File: src/rtl/tune_pkg.sv
package tune_pkg;
  typedef enum logic [1:0] {
    CMD_NONE = 2'd0,
    CMD_UP   = 2'd1,
    CMD_DN   = 2'd2,
    CMD_DEF  = 2'd3
  } tune_cmd_e;
endpackage

File: src/rtl/btn_debounce.sv
module btn_debounce #(
  parameter int unsigned DEB_CYC = 16
) (
  input  logic clk_i,
  input  logic rst_ni,
  input  logic raw_i,
  output logic level_o
);
  localparam int unsigned CW = $clog2(DEB_CYC + 1);
  localparam logic [CW-1:0] LIM = CW'(DEB_CYC - 1);

  logic [1:0]    sync_q;
  logic          lvl_q;
  logic [CW-1:0] cnt_q;

  always_ff @(posedge clk_i or negedge rst_ni) begin
    if (!rst_ni) begin
      sync_q <= '0;
      lvl_q  <= 1'b0;
      cnt_q  <= '0;
    end else begin
      sync_q <= {sync_q[0], raw_i};
      if (sync_q[1] == lvl_q) begin
        cnt_q <= '0;
      end else if (cnt_q == LIM) begin
        lvl_q <= sync_q[1];
        cnt_q <= '0;
      end else begin
        cnt_q <= cnt_q + CW'(1);
      end
    end
  end

  assign level_o = lvl_q;

  AST_DEB_QUALIFIED: assert property (@(posedge clk_i) disable iff (!rst_ni)
    (lvl_q != $past(lvl_q)) |-> ($past(cnt_q) == LIM));
endmodule

File: src/rtl/tune_seq.sv
module tune_seq
  import tune_pkg::*;
#(
  parameter int unsigned COIN_CYC = 8,
  parameter int unsigned HOLD_CYC = 40,
  parameter int unsigned RPT_CYC  = 16
) (
  input  logic      clk_i,
  input  logic      rst_ni,
  input  logic      up_i,
  input  logic      dn_i,
  output tune_cmd_e cmd_o
);
  localparam int unsigned M1 = (COIN_CYC > HOLD_CYC) ? COIN_CYC : HOLD_CYC;
  localparam int unsigned CNT_MAX = (M1 > RPT_CYC) ? M1 : RPT_CYC;
  localparam int unsigned CW = $clog2(CNT_MAX + 1);
  localparam logic [CW-1:0] COIN_LIM = CW'(COIN_CYC - 1);
  localparam logic [CW-1:0] HOLD_LIM = CW'(HOLD_CYC - 1);
  localparam logic [CW-1:0] RPT_LIM  = CW'(RPT_CYC - 1);

  typedef enum logic [2:0] {S_IDLE, S_WAIT, S_HOLD, S_RPT, S_BOTH} seq_state_e;

  seq_state_e    state_q, state_d;
  logic [CW-1:0] cnt_q, cnt_d;
  logic          dir_q, dir_d;
  tune_cmd_e     cmd;
  logic          both, any;
  tune_cmd_e     held_step;

  assign both      = up_i & dn_i;
  assign any       = up_i | dn_i;
  assign held_step = up_i ? CMD_UP : CMD_DN;

  always_comb begin
    state_d = state_q;
    cnt_d   = cnt_q + CW'(1);
    dir_d   = dir_q;
    cmd     = CMD_NONE;
    unique case (state_q)
      S_IDLE: begin
        cnt_d = '0;
        if (both) begin
          cmd     = CMD_DEF;
          state_d = S_BOTH;
        end else if (any) begin
          dir_d   = up_i;
          state_d = S_WAIT;
        end
      end
      S_WAIT: begin
        if (both) begin
          cmd     = CMD_DEF;
          state_d = S_BOTH;
        end else if (!any) begin
          cmd     = dir_q ? CMD_UP : CMD_DN;  // short tap
          state_d = S_IDLE;
        end else if (cnt_q == COIN_LIM) begin
          cmd     = held_step;
          state_d = S_HOLD;
          cnt_d   = '0;
        end
      end
      S_HOLD, S_RPT: begin
        if (both) begin
          cmd     = CMD_DEF;
          state_d = S_BOTH;
        end else if (!any) begin
          state_d = S_IDLE;
        end else if (cnt_q == ((state_q == S_HOLD) ? HOLD_LIM : RPT_LIM)) begin
          cmd     = held_step;
          state_d = S_RPT;
          cnt_d   = '0;
        end
      end
      S_BOTH: begin
        if (!any) state_d = S_IDLE;
      end
      default: state_d = S_IDLE;
    endcase
  end

  always_ff @(posedge clk_i or negedge rst_ni) begin
    if (!rst_ni) begin
      state_q <= S_IDLE;
      cnt_q   <= '0;
      dir_q   <= 1'b0;
    end else begin
      state_q <= state_d;
      cnt_q   <= cnt_d;
      dir_q   <= dir_d;
    end
  end

  assign cmd_o = cmd;

  AST_BOTH_SILENT: assert property (@(posedge clk_i) disable iff (!rst_ni)
    (state_q == S_BOTH) |-> (cmd_o != CMD_UP && cmd_o != CMD_DN));
  AST_WINDOW_BOUND: assert property (@(posedge clk_i) disable iff (!rst_ni)
    (state_q == S_WAIT) |-> (cnt_q <= COIN_LIM));
  AST_RPT_GAP: assert property (@(posedge clk_i) disable iff (!rst_ni)
    (state_q == S_RPT && $past(state_q) == S_RPT && cnt_q != '0) |->
      (cnt_q == $past(cnt_q) + CW'(1)));
endmodule

File: src/rtl/tune_accum.sv
module tune_accum
  import tune_pkg::*;
#(
  parameter int unsigned W           = 24,
  parameter int unsigned COARSE_STEP = 280,
  parameter int unsigned FINE_STEP   = 70,
  parameter int unsigned DEF_WORD    = 1915398
) (
  input  logic         clk_i,
  input  logic         rst_ni,
  input  tune_cmd_e    cmd_i,
  input  logic         fine_i,
  output logic [W-1:0] word_o,
  output logic         stb_o
);
  localparam logic [W-1:0] MAX_WORD = W'((64'd1 << (W - 1)) - 64'd1);
  localparam logic [W-1:0] DEF_W    = W'(DEF_WORD);

  logic [W-1:0] word_q, word_d, step;
  logic [W:0]   sum;
  logic         stb_q;

  assign step = fine_i ? W'(FINE_STEP) : W'(COARSE_STEP);
  assign sum  = {1'b0, word_q} + {1'b0, step};

  always_comb begin
    word_d = word_q;
    unique case (cmd_i)
      CMD_UP:  word_d = (sum > {1'b0, MAX_WORD}) ? MAX_WORD : sum[W-1:0];
      CMD_DN:  word_d = (word_q <= step) ? '0 : word_q - step;
      CMD_DEF: word_d = DEF_W;
      default: word_d = word_q;
    endcase
  end

  always_ff @(posedge clk_i or negedge rst_ni) begin
    if (!rst_ni) begin
      word_q <= DEF_W;
      stb_q  <= 1'b0;
    end else begin
      word_q <= word_d;
      stb_q  <= (word_d != word_q);
    end
  end

  assign word_o = word_q;
  assign stb_o  = stb_q;

  AST_WORD_CEIL: assert property (@(posedge clk_i) disable iff (!rst_ni)
    word_q <= MAX_WORD);
  AST_CHANGE_STROBED: assert property (@(posedge clk_i) disable iff (!rst_ni)
    (word_q != $past(word_q)) |-> stb_q);
  AST_STROBE_CHANGED: assert property (@(posedge clk_i) disable iff (!rst_ni)
    stb_q |-> (word_q != $past(word_q)));
  AST_UP_RAISES: assert property (@(posedge clk_i) disable iff (!rst_ni)
    ($past(cmd_i) == CMD_UP && stb_q) |-> (word_q > $past(word_q)));
  AST_DN_LOWERS: assert property (@(posedge clk_i) disable iff (!rst_ni)
    ($past(cmd_i) == CMD_DN && stb_q) |-> (word_q < $past(word_q)));
  AST_DEF_LOAD: assert property (@(posedge clk_i) disable iff (!rst_ni)
    ($past(cmd_i) == CMD_DEF) |-> (word_q == DEF_W));
endmodule

File: src/rtl/tune_ctrl.sv
module tune_ctrl
  import tune_pkg::*;
#(
  parameter int unsigned W           = 24,
  parameter int unsigned DEB_CYC     = 20000,
  parameter int unsigned COIN_CYC    = 2000,
  parameter int unsigned HOLD_CYC    = 500000,
  parameter int unsigned RPT_CYC     = 100000,
  parameter int unsigned COARSE_STEP = 280,
  parameter int unsigned FINE_STEP   = 70,
  parameter int unsigned DEF_WORD    = 1915398
) (
  input  logic         clk_i,
  input  logic         rst_ni,
  input  logic         btn_up_i,
  input  logic         btn_dn_i,
  input  logic         btn_fine_i,
  output logic [W-1:0] tune_word_o,
  output logic         tune_stb_o
);
  localparam int unsigned NBTN = 3;

  logic [NBTN-1:0] raw, lvl;
  tune_cmd_e       cmd;

  assign raw = {btn_fine_i, btn_dn_i, btn_up_i};

  for (genvar i = 0; i < NBTN; i++) begin : g_btn
    btn_debounce #(.DEB_CYC(DEB_CYC)) u_deb (
      .clk_i  (clk_i),
      .rst_ni (rst_ni),
      .raw_i  (raw[i]),
      .level_o(lvl[i])
    );
  end

  tune_seq #(
    .COIN_CYC(COIN_CYC),
    .HOLD_CYC(HOLD_CYC),
    .RPT_CYC (RPT_CYC)
  ) u_seq (
    .clk_i (clk_i),
    .rst_ni(rst_ni),
    .up_i  (lvl[0]),
    .dn_i  (lvl[1]),
    .cmd_o (cmd)
  );

  tune_accum #(
    .W          (W),
    .COARSE_STEP(COARSE_STEP),
    .FINE_STEP  (FINE_STEP),
    .DEF_WORD   (DEF_WORD)
  ) u_acc (
    .clk_i (clk_i),
    .rst_ni(rst_ni),
    .cmd_i (cmd),
    .fine_i(lvl[2]),
    .word_o(tune_word_o),
    .stb_o (tune_stb_o)
  );
endmodule

File: config.mk
export PLATFORM = sky130hd
export DESIGN_NAME = tune_ctrl
export DESIGN_NICKNAME = d
export VERILOG_FILES = /design/src/rtl/tune_pkg.sv /design/src/rtl/btn_debounce.sv /design/src/rtl/tune_seq.sv /design/src/rtl/tune_accum.sv /design/src/rtl/tune_ctrl.sv
export SDC_FILE = /design/constraint.sdc
export NUM_CORES = 1
export LEC_CHECK = 0
export ABC_CLOCK_PERIOD_IN_PS = 4200
export BUFFER_PORTS_ARGS = -buffer_cell sky130_fd_sc_hd__buf_4
export CORE_MARGIN = 3
export CORE_UTILIZATION = 62
export CTS_BUF_LIST = sky130_fd_sc_hd__clkbuf_16
export CTS_CLUSTER_DIAMETER = 30
export DETAILED_ROUTE_END_ITERATION = 16
export PLACE_DENSITY = 0.8
export SETUP_SLACK_MARGIN = 0.05
export SLEW_MARGIN = 30
export SYNTH_ARGS = -nofsm -noshare
export SYNTH_HDL_FRONTEND = slang
export SYNTH_SLANG_ARGS = --single-unit
File: constraint.sdc
create_clock -name clk_i -period 4.2 [get_ports clk_i]
set_input_delay 0.21 -clock clk_i [delete_from_list [all_inputs] [get_ports clk_i]]
set_output_delay 0.21 -clock clk_i [all_outputs]
set_load 0.02 [all_outputs]
==> metrics.md <==
| Metric | Value |
|---|---|
| Status | completed |
| Worst skew pair latency | 0.36 ns |
| Setup CP Type | reg -> reg |
| Yosys reg bits | 102 |
| Worst min path class | in -> async |
| Slew margin rel. | 39.5% |
| Synth Flop Type | dfrtp_1 |
| Share of layout cells above drive strength 1 | 12.6% |
| Mux contribution to synthesized area | 1.11% |
| Fin area | 7820 sq um |
| Initial DRC Count | 1027 |
| Root Buffer | clkbuf_16 |
| Fmax | 259 MHz |
| CTS H-tree depth | 3 |
| Final setup violation count | 0 |
| Setup TNS | 0 ns |
| Overflow left after global routing | 0 |
| # diodes | 0 |
| Post-synthesis sequential area ratio | 36.1% |
| RSZ-0062 raised after global routing | no |
| Slowest Stage Delay on Critical Path | 0.45 ns |
| Dpl cells | 968 |
| CP Max Fanout | 20 |
| Area Growth Syn to Fin | 10.1% |
| Synth area leaders | dfrtp_1 (32%), nor2_1 (5.9%), xor2_1 (5.8%) |
| Adder-Cell Fraction of Synth Area | 3.74% |
| Via/cell ratio | 6.74 |
| Clock-pin slew on the worst setup and hold paths | 0.08 ns |
| Total number of vias | 6662 |
| Worst-Margin Slew | 0.885 ns |
| Pre-Repair DR Iteration Count | 7 |
| Initial Util | 64.4% |
| Min setup slack post-route | 0.332 ns |
| Crit path launch | g_btn[2].u_deb.level_o$_DFFE_PN0P_ |
| Startpoint type of the worst setup path | flop |
| Placed cell area | 7440 sq um |
| Area share of and/or/nand/nor cells after synthesis | 25.1% |
| Final Cycle Share | 92.1% |
| Clock Sinks | 102 |
| Final nets | 869 |
| CP arrival | 4.09 ns |
| Cts repair resizes | 0 |
| Core area | 11000 sq um |
| Number of routed nets with antenna violations | 0 |
| Die width | 113 um |
| Synthesized netlist net count | 846 |
| DRC | 0 |
| Total CTS buffers | 9 |
| DP HPWL | 15.1 mm |
| Global Route Usage Sum | 33.8% |
| First-pass GRT wire length | 34.3 mm |
| Final hold violation count | 0 |
| Yosys top cell by area | dfrtp_1 |
| Post-synth EDFFs | 0 |
| Clock Skew | 0.0118 ns |
| Ys async rst share | 100% |
| GP Congestion | 1.02 |
| Worst vdd ir | 0.402 mV |
| Reg2Reg Launch Point | g_btn[2].u_deb.level_o$_DFFE_PN0P_ |
| Largest family of logic cells by synthesized area | simple AND/OR/NAND/NOR gates |
| Die ar. | 12800 sq um |
| Reg2reg path depth | 11 |
| CTS tree | done |
| Max-slew violations | 0 |
| Pin count of the biggest net entering global routing | 73 |
| Compound-Gate Fraction of Synth Area | 20.3% |
| CP max-delay cell | dfrtp_1 |
| CP Cell Sequence | inv_1 -> ha_1 -> a31o_2 -> a21oi_1 -> nand3_1 -> mux2_4 -> o21ai_0 -> a211oi_1 -> a2111o_1 -> nor4_2 -> o2111ai_1 |
| WP data required | 4.42 ns |
| CTS max path bufs | 2 |
| Port-buffer cells | 29 |
| Critical Path Sink Type | flop |
| Vias in the first global route | 6459 |
| Height of the die | 113 um |
| Period minus WS final | 3.87 ns |
| # rows | 38 |
| PD cells | 247 nW/um^2 |
| Syn_area_per_cell | 8.65 sq um |
| Initial antenna violation count | 0 |
| Post-Syn Instances | 821 |
| Synthesized cell area | 7100 sq um |
| Drt wl/cell | 21.4 um |
| Place WS | 0.440 ns |
| # IOs | 30 |
| Synth top area share | 32.4% |
| Number of distinct library cells after synthesis | 88 |
| Final non-filler cell total | 989 |
| LEAKAGE | 3.34 nW |
| Post-Route WL | 21.2 mm |
| Synth warn | 0 |
| Total of max-cap violations | 0 |
| Post-Synth XOR/XNOR Area | 9.13% |
==> area by class of cell <==
cell class,count,area (sq um)
clock buffer,9,225
clock inverter,7,86.3
fill,865,3210
inverter,26,97.6
multi-input combinational,649,4220
sequential,102,2560
tap,140,175
timing repair buffer,56,450
==> synth_stat cells, types with 6 or more instances <==
cell       instances
a21oi_1           44
clkbuf_1          22
buf_2             14
nand3_1           46
xnor2_1           27
dfstp_2           10
dfrtp_1           92
inv_1             26
o22ai_1            7
nor2_1           111
xor2_1            47
nand2b_1          11
a31oi_1            9
ha_1              18
o21a_1             7
and3_1            26
nand4_1           18
nor3_1            18
o211ai_1          10
and2_1             7
nand2_1           59
nor4_1            10
o2111ai_1          8
o21ai_0           40
nor2b_1            6
==> critical path: cells and delay by family, from the launching register on <==
| family | cells | cell delay [ns] |
|---|---|---|
| simple gates | 2 | 0.49 |
| mux | 1 | 0.42 |
| compound gates | 6 | 1.70 |
| flops | 1 | 0.45 |
| buf+inv | 1 | 0.25 |
| fa+ha+maj | 1 | 0.42 |
==> per-stage QoR <==
stage | utilization (%) | hold slack (ns) | total power [W]
2_1_floorplan | - | -0.0856 | 0.00103
3_3_place_gp | 67.5 | 0.319 | 0.00106
3_5_place_dp | 67.5 | 0.321 | 0.00106
4_1_cts | 70.6 | 0.00176 | 0.00195
5_1_grt | 70.9 | 0.358 | 0.00199
6_report | 70.9 | 0.338 | 0.00193
==> layout by cell type, fill, tap and decap left out, types with 11 or more instances in the layout <==
| cell | count |
|---|---|
| nor2_1 | 111 |
| ha_1 | 18 |
| and3_1 | 26 |
| buf_4 | 51 |
| a21oi_1 | 44 |
| xnor2_1 | 27 |
| nand4_1 | 18 |
| nand2b_1 | 11 |
| xor2_1 | 47 |
| inv_1 | 27 |
| dfrtp_1 | 92 |
| o21ai_0 | 40 |
| nor3_1 | 18 |
| nand3_1 | 46 |
| nand2_1 | 59 |
==> final timing paths <==
check | endpoint | slack, ns
min reg2reg | g_btn[2].u_deb.sync_q[1]$_DFF_PN0_ | 0.37
min in group clk_i | g_btn[2].u_deb.sync_q[1]$_DFF_PN0_ | 0.37
max in group asynchronous | u_acc.word_o[12]$_DFF_PN1_ | 3.13
max | u_acc.stb_o$_DFF_PN0_ | 0.33
max reg2reg | u_acc.stb_o$_DFF_PN0_ | 0.33
min | g_btn[0].u_deb.cnt_q[8]$_DFF_PN0_ | 0.34
==> repair_timing <==
item	4_1_cts	5_1_grt
hold endpoints to repair	3	18
hold buffers	3	1
setup endpoints to repair	0	0
buffers inserted	0	0
==> per-layer routing <==
metal  wire [um]  vias to the layer above  GRT usage (%)
met5           0                        -              0
met4         694                        0           10.8
met3        2150                       59           8.98
met2        9460                      363           51.9
met1        8880                     3206           47.1
li1            -                     3034              -
==> state kept, by name, summed over array words and instances (netlist names) <==
register and count:
u_acc.word_o 24, u_seq.state_q 3, g_btn.u_deb.sync_q 6, u_seq.dir_q 1, u_seq.cnt_q 19, g_btn.u_deb.cnt_q 45, g_btn.u_deb.level_o 3, u_acc.stb_o 1
==> power by group <==
| part | switching (W) | internal, W |
|---|---|---|
| clock | 0.000410 | 0.000473 |
| combinational | 0.0000337 | 0.0000164 |
| sequential | 0.00000927 | 0.000992 |
| total | 0.000453 | 0.00148 |
==> logic make-up (layout without fill, tap and decap cells) <==
family,Yosys count,count (layout)
buffers and inverters,70,98
AO/OA/AOI/OAI,202,202
adder cells (fa/ha/maj),20,20
XOR/XNOR,74,74
flip-flops,102,102
AND/OR/NAND/NOR,346,346
multiplexers,7,7
Note: power is estimated with default switching activity, not from simulation.
